$ cat config.mk
export PLATFORM = sky130hd
export DESIGN_NAME = stack_engine
export DESIGN_NICKNAME = d
export VERILOG_FILES = /design/src/rtl/stack_engine_pkg.sv /design/src/rtl/stack_engine_ctrl.sv /design/src/rtl/stack_engine_dp.sv /design/src/rtl/stack_engine.sv
export SDC_FILE = /design/constraint.sdc
export NUM_CORES = 1
export LEC_CHECK = 0
export ABC_AREA = 1
export BUFFER_PORTS_ARGS = -buffer_cell sky130_fd_sc_hd__buf_4
export CAP_MARGIN = 20
export CELL_PAD_IN_SITES_DETAIL_PLACEMENT = 1
export CELL_PAD_IN_SITES_GLOBAL_PLACEMENT = 2
export CORE_MARGIN = 4
export CORE_UTILIZATION = 29
export CTS_CLUSTER_SIZE = 8
export DETAILED_ROUTE_END_ITERATION = 10
export PLACE_DENSITY = 0.92
export SKIP_LAST_GASP = 1
export SYNTH_ARGS = -nofsm -noshare
export SYNTH_HDL_FRONTEND = slang
export SYNTH_HIERARCHICAL = 1
export SYNTH_SLANG_ARGS = --single-unit
export TNS_END_PERCENT = 5
$ cat constraint.sdc
create_clock -name clk -period 2.8 [get_ports clk]
set_clock_uncertainty 0.15 [all_clocks]
set_input_delay 0.28 -clock clk [delete_from_list [all_inputs] [get_ports clk]]
set_output_delay 0.28 -clock clk [all_outputs]
set_load 0.01 [all_outputs]
$ cat src/rtl/stack_engine_pkg.sv
package stack_engine_pkg;

  typedef enum logic [2:0] {
    OP_PUSH  = 3'd0,
    OP_POP   = 3'd1,
    OP_CALL  = 3'd2,
    OP_RET   = 3'd3,
    OP_ENTER = 3'd4,
    OP_LEAVE = 3'd5
  } stackOp_e;

  typedef enum logic [1:0] {
    WSRC_ARG = 2'd0,
    WSRC_RET = 2'd1,
    WSRC_FP  = 2'd2
  } wrSrc_e;

  typedef enum logic [1:0] {
    RDST_POP = 2'd0,
    RDST_IP  = 2'd1,
    RDST_FP  = 2'd2
  } rdDest_e;

  typedef struct packed {
    logic    latch;
    logic    spDec;
    logic    spInc;
    logic    spLoadFp;
    logic    fpLoadSp;
    logic    ipLoadArg;
    logic    rdCapture;
    rdDest_e rdDest;
    wrSrc_e  wrSrc;
  } strobes_t;

endpackage

$ cat src/rtl/stack_engine_ctrl.sv
module stack_engine_ctrl
  import stack_engine_pkg::*;
(
  input  logic       clk,
  input  logic       rstN,
  input  logic       cmdValid,
  input  logic [2:0] cmdOp,
  input  logic       memAck,
  output logic       busy,
  output logic       done,
  output logic       memReq,
  output logic       memWe,
  output strobes_t   strobes
);

  typedef enum logic [3:0] {
    S_IDLE, S_DEC, S_WRITE, S_READ, S_INC, S_SPFP, S_FPSP, S_SETIP, S_FIN
  } state_e;

  state_e     state, stateNext;
  logic [2:0] opReg;

  always_ff @(posedge clk) begin
    if (!rstN) begin
      state <= S_IDLE;
      opReg <= 3'd0;
    end else begin
      state <= stateNext;
      if (state == S_IDLE && cmdValid) opReg <= cmdOp;
    end
  end

  always_comb begin
    stateNext = state;
    unique case (state)
      S_IDLE: begin
        if (cmdValid) begin
          case (cmdOp)
            OP_PUSH, OP_CALL, OP_ENTER: stateNext = S_DEC;
            OP_POP, OP_RET:             stateNext = S_READ;
            OP_LEAVE:                   stateNext = S_SPFP;
            default:                    stateNext = S_FIN;
          endcase
        end
      end
      S_DEC:   stateNext = S_WRITE;
      S_WRITE: begin
        if (memAck) begin
          case (opReg)
            OP_CALL:  stateNext = S_SETIP;
            OP_ENTER: stateNext = S_FPSP;
            default:  stateNext = S_FIN;
          endcase
        end
      end
      S_READ:  if (memAck) stateNext = S_INC;
      S_SPFP:  stateNext = S_READ;
      S_INC, S_FPSP, S_SETIP: stateNext = S_FIN;
      S_FIN:   stateNext = S_IDLE;
      default: stateNext = S_IDLE;
    endcase
  end

  always_comb begin
    strobes           = '0;
    strobes.latch     = (state == S_IDLE) && cmdValid;
    strobes.spDec     = (state == S_DEC);
    strobes.spInc     = (state == S_INC);
    strobes.spLoadFp  = (state == S_SPFP);
    strobes.fpLoadSp  = (state == S_FPSP);
    strobes.ipLoadArg = (state == S_SETIP);
    strobes.rdCapture = (state == S_READ) && memAck;
    case (opReg)
      OP_RET:   strobes.rdDest = RDST_IP;
      OP_LEAVE: strobes.rdDest = RDST_FP;
      default:  strobes.rdDest = RDST_POP;
    endcase
    case (opReg)
      OP_CALL:  strobes.wrSrc = WSRC_RET;
      OP_ENTER: strobes.wrSrc = WSRC_FP;
      default:  strobes.wrSrc = WSRC_ARG;
    endcase
  end

  assign busy   = (state != S_IDLE);
  assign done   = (state == S_FIN);
  assign memReq = (state == S_WRITE) || (state == S_READ);
  assign memWe  = (state == S_WRITE);

endmodule

$ cat src/rtl/stack_engine_dp.sv
module stack_engine_dp
  import stack_engine_pkg::*;
#(
  parameter int          DW       = 32,
  parameter logic [DW-1:0] SP_RESET = '0,
  parameter logic [DW-1:0] FP_RESET = '0,
  parameter logic [DW-1:0] IP_RESET = '0
) (
  input  logic          clk,
  input  logic          rstN,
  input  strobes_t      strobes,
  input  logic [DW-1:0] cmdArg,
  input  logic [DW-1:0] retAddr,
  input  logic [DW-1:0] memRdata,
  output logic [DW-1:0] spOut,
  output logic [DW-1:0] fpOut,
  output logic [DW-1:0] ipOut,
  output logic [DW-1:0] popData,
  output logic [DW-3:0] memAddr,
  output logic [DW-1:0] memWdata
);

  localparam int          AW       = DW - 2;
  localparam logic [DW-1:0] WORD_BYTES = DW'(4);

  logic [DW-1:0] spReg, fpReg, ipReg, popReg, argReg, retReg;

  always_ff @(posedge clk) begin
    if (!rstN) begin
      spReg  <= SP_RESET;
      fpReg  <= FP_RESET;
      ipReg  <= IP_RESET;
      popReg <= '0;
      argReg <= '0;
      retReg <= '0;
    end else begin
      if (strobes.latch) begin
        argReg <= cmdArg;
        retReg <= retAddr;
      end
      if (strobes.spDec)         spReg <= spReg - WORD_BYTES;
      else if (strobes.spInc)    spReg <= spReg + WORD_BYTES;
      else if (strobes.spLoadFp) spReg <= fpReg;
      if (strobes.fpLoadSp) fpReg <= spReg;
      if (strobes.ipLoadArg) ipReg <= argReg;
      if (strobes.rdCapture) begin
        case (strobes.rdDest)
          RDST_IP:  ipReg  <= memRdata;
          RDST_FP:  fpReg  <= memRdata;
          default:  popReg <= memRdata;
        endcase
      end
    end
  end

  always_comb begin
    case (strobes.wrSrc)
      WSRC_RET: memWdata = retReg;
      WSRC_FP:  memWdata = fpReg;
      default:  memWdata = argReg;
    endcase
  end

  assign memAddr = spReg[DW-1:DW-AW];
  assign spOut   = spReg;
  assign fpOut   = fpReg;
  assign ipOut   = ipReg;
  assign popData = popReg;

endmodule

$ cat src/rtl/stack_engine.sv
module stack_engine
  import stack_engine_pkg::*;
#(
  parameter int          DW       = 32,
  parameter logic [DW-1:0] SP_RESET = DW'(32'h0000_0F00),
  parameter logic [DW-1:0] FP_RESET = DW'(32'h0000_0F00),
  parameter logic [DW-1:0] IP_RESET = DW'(32'h0000_1000)
) (
  input  logic          clk,
  input  logic          rstN,
  input  logic          cmdValid,
  input  logic [2:0]    cmdOp,
  input  logic [DW-1:0] cmdArg,
  input  logic [DW-1:0] retAddr,
  output logic          busy,
  output logic          done,
  output logic [DW-1:0] spOut,
  output logic [DW-1:0] fpOut,
  output logic [DW-1:0] ipOut,
  output logic [DW-1:0] popData,
  output logic          memReq,
  output logic          memWe,
  output logic [DW-3:0] memAddr,
  output logic [DW-1:0] memWdata,
  input  logic [DW-1:0] memRdata,
  input  logic          memAck
);

  strobes_t strobes;

  stack_engine_ctrl u_ctrl (
    .clk(clk), .rstN(rstN), .cmdValid(cmdValid), .cmdOp(cmdOp),
    .memAck(memAck), .busy(busy), .done(done),
    .memReq(memReq), .memWe(memWe), .strobes(strobes)
  );

  stack_engine_dp #(
    .DW(DW), .SP_RESET(SP_RESET), .FP_RESET(FP_RESET), .IP_RESET(IP_RESET)
  ) u_dp (
    .clk(clk), .rstN(rstN), .strobes(strobes), .cmdArg(cmdArg),
    .retAddr(retAddr), .memRdata(memRdata), .spOut(spOut), .fpOut(fpOut),
    .ipOut(ipOut), .popData(popData), .memAddr(memAddr), .memWdata(memWdata)
  );

endmodule

==> run metrics, run 1 <==
H-tree lvl count=4; mux contribution to synthesized area=0; largest family of logic cells by synthesized area=simple AND/OR/NAND/NOR gates; Skew-Pair Late Insertion Delay=approximately 450 ps; die height=200.4 um; post-synthesis register bit count=between 150 and 200; Int Pwr=0.007624 W; Flop pwr share=0.302; DP Wirelength=approximately 37000 um; post-route insts no fill=about 2500; Final Hold Viols=0; GP Congestion=0.9370; Async SR Flop Fraction=0; Post-Syn Area=10740 um2; final wirelength=51150 um; top-count cell post-synth=nor2_1; root buffer cell=clkbuf_16; worst hold path type=in -> reg; Synth Area in Compound Gates=0.2005; CP Class=reg -> out; max cap viols=0; synthesized area per cell=6.287 um2; first-pass GRT wire length=77690 um; number of routed nets with antenna violations=0; area delta synth->final=37.64%; DIE AREA=roughly 40000 um2; CP cell instances=inv_1 -> nand3_1 -> inv_2 -> inv_1 -> ha_2 -> buf_12 -> a21oi_1 -> a21oi_1 -> buf_4; largest cells by area after synthesis=dfxtp_1, nor2_1, nand2_1; worst-margin pin slew=~1100 ps; n_diodes=0; top_reg_cell synth=dfxtp_1; status=finished, final reports clean; crit end category=output pin; core area=36610 um2; crit path max fanout=27; Port Buf Inserts=296; Vias=between 10000 and 15000; Final Cycle Share=0.9677; HP Start=cmdOp[2]; largest net degree at the start of global routing=69; Remaining Overflow, GRT=0; area occupied by multi-input gates=5733 um2; Distinct cells, synth=41; Leak Pwr=around 6.4 nW; top cell type's share of synthesized area=0.3710; fin worst setup slack=90.45 ps; die width=200.4 um; CTS tree=done; initial antenna violation count=0; slew margin rel.=0.2713; Max Fclk=369.1 MHz; initial core utilization=0.2933; Synth area leader=dfxtp_1; Sw Ratio=0.4642; DRT Pass-1 Iters=7; Nets=2119; Setup-failing EPs final=0; Post-synth EDFFs=0; routed len/inst=around 21 um; yosys warns=6; drt drc=0; register area=3984 um2; Worst Path Required=2370 ps; CP startpoint=u_ctrl/opReg[0]; Post-Synth Adder-Cell Area=0.006991; worst slack, placed=309.9 ps; Slew Limit Fails=0; Crit-path slowest cell=ha_2; worst path bufs/invs=5; CTS Buffer Depth=2; reg2reg start=u_ctrl/state[3]; slowest stage delay, CP=around 380 ps; hold slack=between 15 and 20 ps; DR vias/cell=between 5 and 6; Starting DRT DRC Count=899; CP Data Arrival Time=2280 ps; xor/xnor cell area share of the yosys netlist=0.007341; RSZ-0062 raised after global routing=true; Global Route Usage Sum=0.2419; I/O pin count=297; Post-synth top cells=nor2_1, nand2_1, o21ai_0; Comb power frac=0.515; Total Power=0.01423 W; syn_nets=1817; Num CTS Buffers=17; clock period minus final worst setup slack=2710 ps; Clock power frac=0.183; CP Launch Type=flop; layout cells sized above 1=0.2039; Synth Area in Simple Gates=0.3152; row count=70; worst vdd ir=roughly 0.00057 V; Clock Sinks=199; Cell Pwr Density=962.9 nW/um2; Switch Pwr=0.006606 W; post-route setup TNS=0 ps; clk slew on worst S/H paths=60 ps; cell family with most CP delay=buffers and inverters; sequential fraction of the synthesis area=0.3710; postcts setup bufs=0; Post-Syn Instances=between 1500 and 2000; filler cell count=4704; vias in the first global route=around 13000; placed cells=2365
[per-stage QoR]
| step | util | instance area (um2) |
|---|---|---|
| after CTS | 0.4020 | 14720 |
| after floorplan | - | 10740 |
| after global routing | 0.4037 | 14780 |
| final | 0.4037 | 14780 |
| after detailed placement | 0.3604 | 13190 |
| after global placement | 0.3604 | 13190 |
[final cells by class]
| type | instances | area share |
|---|---|---|
| multi-input cells | 1265 | 0.3879 |
| clock buffers | 19 | 0.02997 |
| well taps | 468 | 0.03962 |
| flip-flops and latches | 199 | 0.2696 |
| repair buffers | 423 | 0.2363 |
| inverters | 104 | 0.02667 |
| clock inverters | 11 | 0.009990 |
[flip-flops by register name (all words and copies together), names as in the netlist]
name and count:
u_dp/fpOut 32, u_dp/spOut 32, u_ctrl/opReg 3, u_ctrl/state 4, u_dp/ipOut 32, u_dp/retReg 32, u_dp/argReg 32, u_dp/popData 32
[what timing repair did]
item	CTS	global route
hold endpoints to repair	109	0
gates resized for setup	1	12
gates cloned	0	1
hold buffers	93	0
endpoints found under the setup margin	11	30
[layout by cell type, fill, tap and decap left out, types with 2 or more instances in the layout]
cell	Yosys	routed
inv_2	6	8
clkbuf_16	0	18
dfxtp_1	199	199
nor2_2	18	20
nor3_2	1	2
o21ai_1	13	13
nor2_1	367	364
clkinv_4	0	2
nor2_4	4	5
nor3_1	4	3
inv_6	0	2
o211ai_1	8	8
clkinv_2	1	4
nand4_1	5	5
inv_1	96	93
xnor2_1	3	3
buf_12	0	5
xor2_1	6	6
nand2_2	6	7
nand3_1	77	77
ha_1	6	5
bufinv_16	0	3
a21oi_1	113	108
buf_4	35	323
dlygate4sd3_1	0	93
a21oi_2	1	6
o21ai_0	231	231
nand2_1	349	348
a31oi_1	40	40
[worst reg2reg max path, delay by kind of cell (launching register included)]
kind | cells | cell delay (ps)
DFF | 1 | 420
buffers and inverters | 6 | 700
AOI/OAI and AO/OA | 1 | 220
and+or+nand+nor | 5 | 950
[layer usage]
layer	up-vias	GRT usage	wire length [um]
met2	419	0.3953	23870
met5	-	0	0
met3	61	0.05509	3297
met4	0	0.06318	1037
li1	6103	-	-
met1	6227	0.3243	22950
[power groups by stage]
| stage | Clock [W] | Sequential, W | Combinational [W] |
|---|---|---|---|
| 2_1_floorplan | 0 | 0.00397 | 0.00430 |
| 3_3_place_gp | 0 | 0.00433 | 0.00681 |
| 3_5_place_dp | 0 | 0.00435 | 0.00694 |
| 4_1_cts | 0.00265 | 0.00429 | 0.00710 |
| 5_1_grt | 0.00275 | 0.00440 | 0.00802 |
| 6_report | 0.00260 | 0.00430 | 0.00733 |
[final timing paths]
check / depth (start not counted) / endpoint / slack, ps
setup / recovery: 9 / memWdata[29] / 90
hold / removal: 3 / u_ctrl/opReg[2] / 20
setup reg to reg: 12 / u_dp/spOut[19] / 260
hold reg to reg: 2 / u_dp/popData[4] / 340
[kinds of logic after synthesis]
logic type | Yosys count
AO/OA/AOI/OAI | 412
XOR/XNOR | 9
adder cells (fa/ha/maj) | 6
buffers and inverters | 244
flip-flops | 199
AND/OR/NAND/NOR | 838
Power figures use the tool's default switching activity.
==> run 2: changes to the inputs <==
Settings changed: GPL_ROUTABILITY_DRIVEN set to 0, RECOVER_POWER set to 50.
Clock period 2.8 ns to 3.3 ns, I/O delays scaled along.
==> run metrics, run 2 (synthesis results as in run 1) <==
status=finished, final reports clean; placed cells=2355 (-0.42%); area delta synth->final=28.01%; first-pass GRT wire length=75760 um (-2.5%); Vias=12620 (-1.5%); Skew-Pair Late Insertion Delay=450 ps (about the same); number of routed nets with antenna violations=0 (unchanged); die width=200.4 um (unchanged); worst vdd ir=0.0004618 V (-19%); worst path bufs/invs=3 (-2); Starting DRT DRC Count=870 (-3.2%); RSZ-0062 raised after global routing=false; layout cells sized above 1=0.1127 (-0.09118); Final Hold Viols=0 (unchanged); worst-margin pin slew=1254 ps (+162.7 ps); slowest stage delay, CP=950 ps (+570 ps); DIE AREA=40170 um2 (unchanged); commonest cells after routing, fill and taps aside=nor2_1, nand2_1, o21ai_0; post-route insts no fill=2456 (-1.3%); initial antenna violation count=0 (unchanged); Worst Path Required=3520 ps (+1150 ps); Nets=2085 (-1.6%); Slew Limit Fails=0 (unchanged); Crit-path slowest cell=clkbuf_2; CP cell instances=nor2_1 -> nand2_1 -> clkinvlp_2 -> nand2_1 -> inv_1 -> clkbuf_2 -> o21ai_0 -> nor2_1; crit path max fanout=63 (+130%); DRT Pass-1 Iters=5 (-2); initial core utilization=0.2933 (unchanged); Final Cycle Share=0.8993; CP Data Arrival Time=3190 ps (+910 ps); die height=200.4 um (unchanged); final wirelength=49630 um (-3.0%); CP Class=reg -> reg; Leak Pwr=5.527 nW (-13%); hold slack=25.45 ps (+7.200 ps); Port Buf Inserts=296 (unchanged); DP Wirelength=36970 um (-1.3%); Remaining Overflow, GRT=0 (unchanged); CTS Buffer Depth=2 (unchanged); drt drc=0 (unchanged); CTS tree=done; max cap viols=0 (unchanged); postcts setup bufs=0 (unchanged); H-tree lvl count=4 (unchanged); clock period minus final worst setup slack=approximately 3000 ps; routed len/inst=20.21 um (-1.7%); worst hold path type=in -> reg; root buffer cell=clkbuf_16; commonest non-fill, non-tap cell in the layout=nor2_1; Max Fclk=337.0 MHz; n_diodes=0 (unchanged); CP Launch Type=flop; slew margin rel.=0.1637 (-0.1077); Num CTS Buffers=17 (unchanged); DR vias/cell=5.137 (-0.19%); Clock Sinks=199 (unchanged); clk slew on worst S/H paths=80 ps (+20 ps); core area=36610 um2 (unchanged); largest net degree at the start of global routing=64 (-7.2%); Cell Pwr Density=830.4 nW/um2 (-14%); post-route setup TNS=0 ps (unchanged); Global Route Usage Sum=0.2359 (-0.006017); vias in the first global route=12820 (-1.7%); I/O pin count=297 (unchanged); crit end category=flop; cell family with most CP delay=buffers and inverters; Setup-failing EPs final=0 (unchanged); Post-CTS Resized=0 (-1); row count=70 (unchanged)
run 2: layer usage:
| metal | global-route usage | vias to the layer above | part of all wire |
|---|---|---|---|
| li1 | - | 6042 | - |
| met1 | 0.3119 | 6068 | 0.44 |
| met2 | 0.3938 | 447 | 0.47 |
| met3 | 0.05315 | 59 | 0.075 |
| met4 | 0.05605 | 0 | 0.019 |
| met5 | 0 | - | 0 |
run 2: worst reg2reg max path, stage by stage, from the launching register on:
cell and delay (ps):
dfxtp_1 350, nor2_1 250, nand2_1 180, clkinvlp_2 130, nand2_1 190, inv_1 170, clkbuf_2 950, o21ai_0 340
nor2_1 190
run 2: final cells by class:
| cell class | count | area, um2 |
|---|---|---|
| multi-input cells | 1265 | 5677 |
| well taps | 468 | 585.6 |
| repair buffers | 389 | 2532 |
| inverters | 104 | 391.6 |
| clock inverters | 12 | 142.6 |
| flip-flops and latches | 199 | 3984 |
| clock buffers | 19 | 432.9 |
| fillers | 4834 | 22860 |
run 2: final timing paths:
path,from,to,slack [ps],cells after the start
max,u_ctrl/state[0],u_dp/retReg[26],330,8
min,memRdata[1],u_dp/popData[1],30,3
max reg2reg,u_ctrl/state[0],u_dp/retReg[26],330,8
min reg2reg,u_dp/ipOut[3],u_dp/ipOut[3],330,2
run 2: where the power goes:
group          internal (W)  switching (W)
registers           0.00291       0.000783
logic               0.00188        0.00369
clock network       0.00113        0.00102
total               0.00592        0.00549
run 2: per-stage QoR:
| stage | util | instance area [um2] | power (W) | worst slack [ps] |
|---|---|---|---|---|
| 2_1_floorplan | - | 10740 | 0.007019 | 1136 |
| 3_3_place_gp | 0.3576 | 13090 | 0.009357 | 780.2 |
| 3_5_place_dp | 0.3576 | 13090 | 0.009472 | 611.1 |
| 4_1_cts | 0.3922 | 14360 | 0.01172 | 368.4 |
| 5_1_grt | 0.3755 | 13750 | 0.01222 | 108.1 |
| 6_report | 0.3755 | 13750 | 0.01142 | 332.4 |
run 2: timing repair:
item	in CTS	in global routing
setup endpoints to repair	0	0
hold buffers	69	0
endpoints found under the hold margin	69	0
==> run 3: changes to the inputs <==
Settings changed: CORE_ASPECT_RATIO set to 0.75.
==> run metrics, run 3 (synthesis results as in run 1) <==
status=finished, final reports clean; Cell Pwr Density=841.7 nW/um2 (+1.4%); Slew Limit Fails=0 (unchanged); Global Route Usage Sum=0.2606 (+0.02469); CTS Buffer Depth=2 (unchanged); Switch Pwr=0.005728 W (+4.3%); initial core utilization=0.2967 (+0.003448); DIE AREA=40200 um2 (about the same); clock period minus final worst setup slack=3037 ps (+69.47 ps); Clock Sinks=199 (unchanged); die height=174.6 um (-13%); Sw Ratio=0.4957 (+0.01452); Int Pwr=0.005826 W (-1.6%); Setup-failing EPs final=0 (unchanged); I/O pin count=297 (unchanged); post-route insts no fill=2482 (+1.1%); crit end category=output pin; DRT Pass-1 Iters=5 (unchanged); Final Hold Viols=0 (unchanged); worst-margin pin slew=1171 ps (-83.47 ps); HP Start=memRdata[11]; commonest non-fill, non-tap cell in the layout=nor2_1; CP Data Arrival Time=2560 ps (-630 ps); final wirelength=54030 um (+8.9%); Reg2Reg Setup Slack=360 ps (+30 ps); Port Buf Inserts=296 (unchanged); largest net degree at the start of global routing=70 (+9.4%); die width=230.2 um (+15%); crit path max fanout=20 (-68%); post-route setup TNS=0 ps (unchanged); Max Fclk=329.3 MHz (-2.3%); initial antenna violation count=4 (+4); H-tree lvl count=4 (unchanged); Nets=2082 (-0.14%); worst hold path type=in -> reg; Leak Pwr=5.499 nW (-0.50%); CP Launch Type=flop; filler cell count=4740 (-1.9%); area delta synth->final=27.83%; Num CTS Buffers=17 (unchanged); Final Cycle Share=0.9203 (+0.02105); Worst Hold Path EP=u_dp/fpOut[11]; reg2reg start=u_ctrl/state[0]; first-pass GRT wire length=80650 um (+6.5%); DP Wirelength=40460 um (+9.4%); layout cells sized above 1=0.1154 (+0.002689); reg2reg path depth=8 (unchanged); routed len/inst=21.77 um (+7.7%); Starting DRT DRC Count=1293 (+49%); DR vias/cell=5.204 (+1.3%); Vias=12920 (+2.4%); slew margin rel.=0.2193 (+0.05565); root buffer cell=clkbuf_16; area occupied by multi-input gates=5690 um2 (+0.24%); core area=36180 um2 (-1.2%); Flop pwr share=0.326 (+0.002); max cap viols=0 (unchanged); clk slew on worst S/H paths=70 ps (about the same); RSZ-0062 raised after global routing=false; drt drc=0 (unchanged); row count=60 (-14%); FF-to-FF End=u_dp/retReg[17]; commonest cells after routing, fill and taps aside=nor2_1, nand2_1, o21ai_0; Worst Path Required=2820 ps (-700 ps); placed cells=2384 (+1.2%); register area=3984 um2 (unchanged); Total Power=0.01155 W (+1.2%); worst vdd ir=0.0004090 V (-11%); CP Class=reg -> out; Hold Path Stages=3 (unchanged); number of routed nets with antenna violations=0 (unchanged); Comb power frac=0.493 (+0.005); hold slack=18.54 ps (-6.910 ps); CTS tree=done; Clock power frac=0.181 (-0.007); vias in the first global route=12810 (-0.12%); Remaining Overflow, GRT=0 (unchanged); Skew-Pair Late Insertion Delay=450 ps (about the same)
==> run 3: cell count changes in the layout (fill, tap and decap cells not counted), sizes merged <==
cell,delta
dlygate4sd3,-3
diode,+1
clkinv,+6
buf,-1
clkinvlp,-3
clkbuf,+1
inv,-1
bufinv,-2
==> run 3: layer usage <==
layer	track usage	vias to the layer above	wire, um
met5	0	-	0
met4	0.08237	0	1571
met3	0.05411	83	4274
met2	0.3922	539	23040
met1	0.3735	6264	25140
li1	-	6031	-
==> run 3: what timing repair did <==
action                                  CTS  global route
resized for setup                         0             1
endpoints found under the setup margin    0             1
endpoints found under the hold margin    66             0
setup buffers                             0             0
hold buffers                             66             0
==> run 3: final cells by class <==
class,count,area share
well taps,496,0.04521
multi-input cells,1265,0.4146
repair buffers,386,0.1805
inverters,104,0.02853
diodes,1,0.0001823
flip-flops and latches,199,0.2902
clock buffers,19,0.03227
clock inverters,12,0.008478
==> run 3: how the worst max path moves through the flow <==
stage                                  to  cells past startpoint       startpoint
after detailed placement     memWdata[16]                     10  u_ctrl/opReg[0]
after global placement       memWdata[16]                     10  u_ctrl/opReg[0]
after CTS                    memWdata[16]                     10  u_ctrl/opReg[0]
after global routing      u_dp/retReg[17]                      8  u_ctrl/state[0]
after floorplan               memWdata[0]                     10  u_ctrl/opReg[2]
final                        memWdata[16]                     10  u_ctrl/opReg[0]
==> run 3: power by group through the flow <==
stage               registers (W)  logic (W)  clock network (W)
floorplan                 0.00337    0.00365                  0
global placement          0.00379    0.00571                  0
detailed placement        0.00381    0.00582                  0
CTS                       0.00376    0.00593            0.00212
global route              0.00385    0.00628            0.00222
finish                    0.00376    0.00570            0.00210
==> run 3: critical path: stages, from the launching register on <==
cell     delay, ps
dfxtp_1        300
inv_1          130
nand3_1        130
inv_1          170
inv_1           70
ha_2           390
inv_1          110
buf_4          270
nor2_1          80
a21oi_1        240
buf_4          180
==> run 3: per-stage QoR <==
stage / setup slack, ps / instance area [um2] / util
3_3_place_gp: 711.1 / 13140 / 0.3630
3_5_place_dp: 634.8 / 13140 / 0.3630
4_1_cts: 119.8 / 14360 / 0.3967
5_1_grt: 61.43 / 13730 / 0.3793
2_1_floorplan: 1136 / 10740 / -
6_report: 262.9 / 13730 / 0.3793
